$ cat src/rtl/tap_timer_pkg.sv
package tap_timer_pkg;

    typedef enum logic [1:0] {
        TAP_SEL_0 = 2'b00,
        TAP_SEL_1 = 2'b01,
        TAP_SEL_2 = 2'b10,
        TAP_SEL_3 = 2'b11
    } tap_sel_e;

    typedef struct packed {
        logic clear;
        logic step;
    } cnt_ctrl_t;

    function automatic cnt_ctrl_t make_ctrl(logic rst, logic mode_chg, logic tick);
        cnt_ctrl_t c;
        c.clear = rst | mode_chg;
        c.step  = tick & ~c.clear;
        return c;
    endfunction

endpackage

$ cat src/rtl/sync_pipe.sv
module sync_pipe #(
    parameter int unsigned DEPTH = 2
) (
    input  logic clk,
    input  logic rst,
    input  logic d,
    output logic q
);
    logic [DEPTH-1:0] pipe_q;

    always_ff @(posedge clk) begin
        if (rst) pipe_q <= '0;
        else     pipe_q <= {pipe_q[DEPTH-2:0], d};
    end

    assign q = pipe_q[DEPTH-1];
endmodule

$ cat src/rtl/stage_chain.sv
module stage_chain
    import tap_timer_pkg::*;
#(
    parameter int unsigned STAGES = 16,
    parameter int unsigned TAP0   = 13,
    parameter int unsigned TAP1   = 10,
    parameter int unsigned TAP2   = 8,
    parameter int unsigned TAP3   = 16
) (
    input  logic              clk,
    input  cnt_ctrl_t         ctrl,
    input  tap_sel_e          sel,
    output logic [STAGES-1:0] cnt_o,
    output logic              tap_o
);
    localparam int unsigned NTAPS = 4;
    localparam int unsigned TAPS [NTAPS] = '{TAP0, TAP1, TAP2, TAP3};

    logic [STAGES-1:0] cnt_q;
    logic [NTAPS-1:0]  tap_vec;

    always_ff @(posedge clk) begin
        if (ctrl.clear)     cnt_q <= '0;
        else if (ctrl.step) cnt_q <= cnt_q + 1'b1;
    end

    for (genvar g = 0; g < NTAPS; g++) begin : g_tap
        assign tap_vec[g] = cnt_q[TAPS[g]-1];
    end

    assign tap_o = tap_vec[sel];
    assign cnt_o = cnt_q;
endmodule

$ cat src/rtl/fire_latch.sv
module fire_latch (
    input  logic clk,
    input  logic clear,
    input  logic tap,
    output logic fired_o
);
    logic hit_q;

    always_ff @(posedge clk) begin
        if (clear) hit_q <= 1'b0;
        else       hit_q <= hit_q | tap;
    end

    // The live tap is ORed in so the output turns in the same cycle the tap rises.
    assign fired_o = hit_q | tap;
endmodule

$ cat src/rtl/tap_timer.sv
module tap_timer
    import tap_timer_pkg::*;
#(
    parameter int unsigned STAGES     = 16,
    parameter int unsigned TAP0       = 13,
    parameter int unsigned TAP1       = 10,
    parameter int unsigned TAP2       = 8,
    parameter int unsigned TAP3       = 16,
    parameter int unsigned SYNC_DEPTH = 2
) (
    input  logic clk,
    input  logic por_i,
    input  logic auto_rst_off_i,
    input  logic mr_i,
    input  logic tick_i,
    input  logic sel_a_i,
    input  logic sel_b_i,
    input  logic mode_i,
    input  logic pol_i,
    output logic q_o
);
    logic              mr_s;
    logic              rst_int;
    logic              mode_q;
    logic              mode_chg;
    cnt_ctrl_t         ctrl;
    tap_sel_e          sel;
    logic [STAGES-1:0] cnt;
    logic              tap;
    logic              fired;

    sync_pipe #(.DEPTH(SYNC_DEPTH)) u_mr_sync (
        .clk (clk),
        .rst (por_i),
        .d   (mr_i),
        .q   (mr_s)
    );

    assign rst_int = mr_s | (por_i & ~auto_rst_off_i);

    always_ff @(posedge clk) mode_q <= mode_i;
    assign mode_chg = mode_i ^ mode_q;

    assign ctrl = make_ctrl(rst_int, mode_chg, tick_i);
    assign sel  = tap_sel_e'({sel_a_i, sel_b_i});

    stage_chain #(
        .STAGES (STAGES),
        .TAP0   (TAP0),
        .TAP1   (TAP1),
        .TAP2   (TAP2),
        .TAP3   (TAP3)
    ) u_chain (
        .clk   (clk),
        .ctrl  (ctrl),
        .sel   (sel),
        .cnt_o (cnt),
        .tap_o (tap)
    );

    fire_latch u_latch (
        .clk     (clk),
        .clear   (ctrl.clear),
        .tap     (tap),
        .fired_o (fired)
    );

    always_comb begin
        if (rst_int)     q_o = pol_i;
        else if (mode_i) q_o = tap ^ pol_i;
        else             q_o = fired ^ pol_i;
    end

    // one step per accepted tick
    a_r1_step: assert property (@(posedge clk) disable iff (por_i)
        (!rst_int && !mode_chg && tick_i) |=> cnt == $past(cnt) + 1'b1);
    // no tick, no change
    a_r1_hold: assert property (@(posedge clk) disable iff (por_i)
        (!rst_int && !mode_chg && !tick_i) |=> $stable(cnt));
    // master reset clears and blocks ticks
    a_r3_clear: assert property (@(posedge clk) disable iff (por_i)
        mr_s |=> (cnt == '0) && !u_latch.hit_q);
    // once fired, stays fired until a clear
    a_r7_sticky: assert property (@(posedge clk) disable iff (por_i)
        (u_latch.hit_q && !rst_int && !mode_chg) |=> u_latch.hit_q);
    // mode change re-arms
    a_r8_rearm: assert property (@(posedge clk) disable iff (por_i)
        mode_chg |=> (cnt == '0) && !u_latch.hit_q);
endmodule

$ cat config.mk
export PLATFORM = sky130hd
export DESIGN_NAME = tap_timer
export DESIGN_NICKNAME = d
export VERILOG_FILES = /design/src/rtl/tap_timer_pkg.sv /design/src/rtl/sync_pipe.sv /design/src/rtl/stage_chain.sv /design/src/rtl/fire_latch.sv /design/src/rtl/tap_timer.sv
export SDC_FILE = /design/constraint.sdc
export NUM_CORES = 1
export LEC_CHECK = 0
export BUFFER_PORTS_ARGS = -buffer_cell sky130_fd_sc_hd__buf_2
export CAP_MARGIN = 40
export CORE_UTILIZATION = 54
export CTS_CLUSTER_DIAMETER = 120
export DETAILED_ROUTE_END_ITERATION = 8
export PLACE_DENSITY = 0.74
export SLEW_MARGIN = 20
export SYNTH_ARGS = -nofsm -noshare
export SYNTH_HDL_FRONTEND = slang
export SYNTH_SLANG_ARGS = --single-unit
$ cat constraint.sdc
create_clock -name clk -period 2.1 [get_ports clk]
set_input_delay 0.42 -clock clk [delete_from_list [all_inputs] [get_ports clk]]
set_output_delay 0.42 -clock clk [all_outputs]
set_load 0.02 [all_outputs]
==> reports/qor.csv <==
metric,value,unit
status,completed,
CP required,1.68,ns
Post-Layout Cell Count,128,
end of the worst hold path,mode_q,
Hold Path Origin,mode_i,
Mapped Cells,100,
simple-gate share of the synthesized area,29.9,%
worst vdd ir,0.369,mV
"Cell Chain, Critical Path",mux4_2 > a21oi_2 > nor3_1 > xor2_1 > buf_2,
Routed WL per cell,11.8,um
Reg2Reg Depth,4,
vias in the first global route,656,
CTS buffer count,3,
Placer Congestion,0.764,
"Distinct cells, synth",25,
global-route wire length before repair,2710,um
Clock transition at path regs,0.10,ns
leading area contributor after synthesis,dfxtp_1,
Die X,42.6,um
Area Overhead vs Synth,12.5,%
Psw,0.136,mW
Synth Register Bits,20,
crit path launch type,register,
layout cells sized above 1,19.6,%
Mapped Nets,110,
Reg2Reg Capture Point,u_chain.cnt_o[15],
clk root buf,clkbuf_4,
vias,712,
RSZ-0062 raised after global routing,false,
"EDFF count, synth",0,
Finished Core Util,65.6,%
relative slew slack,77.7,%
max-cap violations,0,
Initial Utilization,58.3,%
Avg Inst Size Synth,8.88,um^2
HP Class,in2reg,
R2R Setup Slk,0.46,ns
CP peak stage delay,0.48,ns
synthesized area,888,um^2
Internal,0.509,mW
clock buffer depth,2,
Pre-Repair DR Iteration Count,4,
Final period util,96.5,%
most used standard cell by instance count after synthesis,dfxtp_1,
setup violators final,0,
GRT Util Overall,20.1,%
xor/xnor share of the synthesized area,12.8,%
Die Area,1810,um^2
post-DP HPWL,1140,um
total leakage power,0.371,nW
ys async rst share,0,%
fin. max-slew vios,0,
pwr dens,645,nW/um^2
Syn. warnings,0,
Port-buffer cells,9,
synth top area cells,"dfxtp_1 45%, xor2_1 6.9%, nor2_1 5.9%, xnor2_1 5.9%, nand3_1 3.9%",
ys flop type,dfxtp_1,
dpl ws,0.169,ns
WS Path Type,reg2out,
largest net degree at the start of global routing,12,
Total Wirelength,1510,um
clock sink count,20,
RR Startpoint,u_chain.cnt_o[5],
H-tree levels,1,
initial antenna violation count,0,
Clock power frac,33.0,%
critical path capture point type,primary output,
switching share of power,21.1,%
Hold Path Stages,1,
# diodes,0,
"Seq/Total Area, Yosys",45.1,%
"Hold Vio Cnt, Final",0,
Compound-Gate Fraction of Synth Area,4.51,%
Yosys top cell area share,45.1,%
Worst Path Arrival,1.61,ns
share of synthesized area spent on multiplexers,3.66,%
minimum clock period,2.03,ns
antenna-violating nets left,0,
top achievable clock speed,493,MHz
Vias/cell,5.56,
Comb power frac,6.6,%
main combinational cell family by area after synthesis,simple AND/OR/NAND/NOR gates,
quantity of hold-fixing buffers added after cts,0,
CP max-delay cell,mux4_2,
setup TNS,0,ns
Core ar.,1520,um^2
Fin Clk Skew,0.00280,ns
CTS tree,built,
Post-Synth Adder-Cell Area,1.41,%
Die Height,42.6,um
Sequential Power Share,60.4,%
# rows,14,
Placed Cells,123,
global route total overflow,0,
Post-synth top cells,"20 x dfxtp_1, 14 x nor2_1, 7 x nand2_1, 7 x nand3_1, 7 x xor2_1",
DR DRC count,0,
Skew-Pair Late Insertion Delay,0.29,ns
I/O pin count,10,
NumNets Final,123,
"Worst Setup Slack, final",0.0729,ns
Crit Path Max Fanout,4,
slew at the pin with the worst max-slew slack,0.332,ns
DRT iter0 DRCs,14,
layout by cell type (no fill, tap or decap), drive strengths merged, types with 2 or more instances in the layout:
master,n
nor2b,3
or4,2
or3,5
nor2,14
a21oi,3
nor4,2
o21ai,2
xnor2,6
nand4,3
xor2,7
clkbuf,4
nand3,7
and3,2
nand2,7
o211ai,2
nor3,5
inv,3
dfxtp,20
buf,11
critical path: cells and delay by family, from the launching register on:
family	cells	cell delay (ns)
simple gates	1	0.06
compound gates	1	0.11
buf+inv	1	0.16
mux	1	0.48
xor+xnor	1	0.14
flops	1	0.36
layer usage:
metal	share of wire (%)	track usage, %	vias up	wire length [um]
met5	0	0	-	0
met4	1.9	11.3	0	28
met3	3.9	3.88	4	58
met2	46	32.0	18	694
met1	48	25.3	320	724
li1	-	-	370	-
logic make-up after synthesis:
logic type                 Yosys count
muxes                                2
adders and majority gates            1
buffers and inverters                6
and+or+nand+nor                     51
AOI/OAI and AO/OA                    7
xor gates and xnor gates            13
DFF                                 20
power by group through the flow:
stage          logic [mW]  clock network (mW)  registers [mW]
3_3_place_gp       0.0411                   0           0.398
3_5_place_dp       0.0421                   0           0.398
4_1_cts            0.0425               0.219           0.389
6_report           0.0425               0.213           0.389
2_1_floorplan      0.0272                   0           0.397
5_1_grt            0.0471               0.236           0.390
timing repair:
| item | CTS | global route |
|---|---|---|
| setup buffers | 0 | 1 |
| gates resized for setup | 0 | 4 |
| setup endpoints to repair | 0 | 1 |
area by class of cell:
cell class / count / area, um^2
clock buffers: 4 / 36.3
repair buffers: 11 / 60.1
well taps: 16 / 20.0
flip-flops and latches: 20 / 404
fillers: 133 / 524
inverters: 3 / 11.3
multi-input cells: 74 / 468
worst max-delay path by stage:
stage,from,to,cells after the start
finish,u_chain.cnt_o[7],q_o,5
global route,u_chain.cnt_o[7],q_o,5
CTS,u_chain.cnt_o[7],q_o,5
detailed placement,sel_b_i,q_o,6
global placement,sel_b_i,q_o,6
floorplan,sel_b_i,q_o,4
through the flow:
stage | power (mW) | area, um^2 | hold slack (ns)
2_1_floorplan | 0.424 | 888 | 0.414
3_3_place_gp | 0.439 | 948 | 0.422
3_5_place_dp | 0.440 | 948 | 0.463
4_1_cts | 0.651 | 985 | 0.260
5_1_grt | 0.674 | 1000 | 0.244
6_report | 0.645 | 1000 | 0.270
registers in the layout, summed over array words and instances (netlist names):
name,flops
u_chain.cnt_o,16
u_mr_sync.pipe_q,2
mode_q,1
u_latch.hit_q,1
Note: power is estimated with default switching activity, not from simulation.
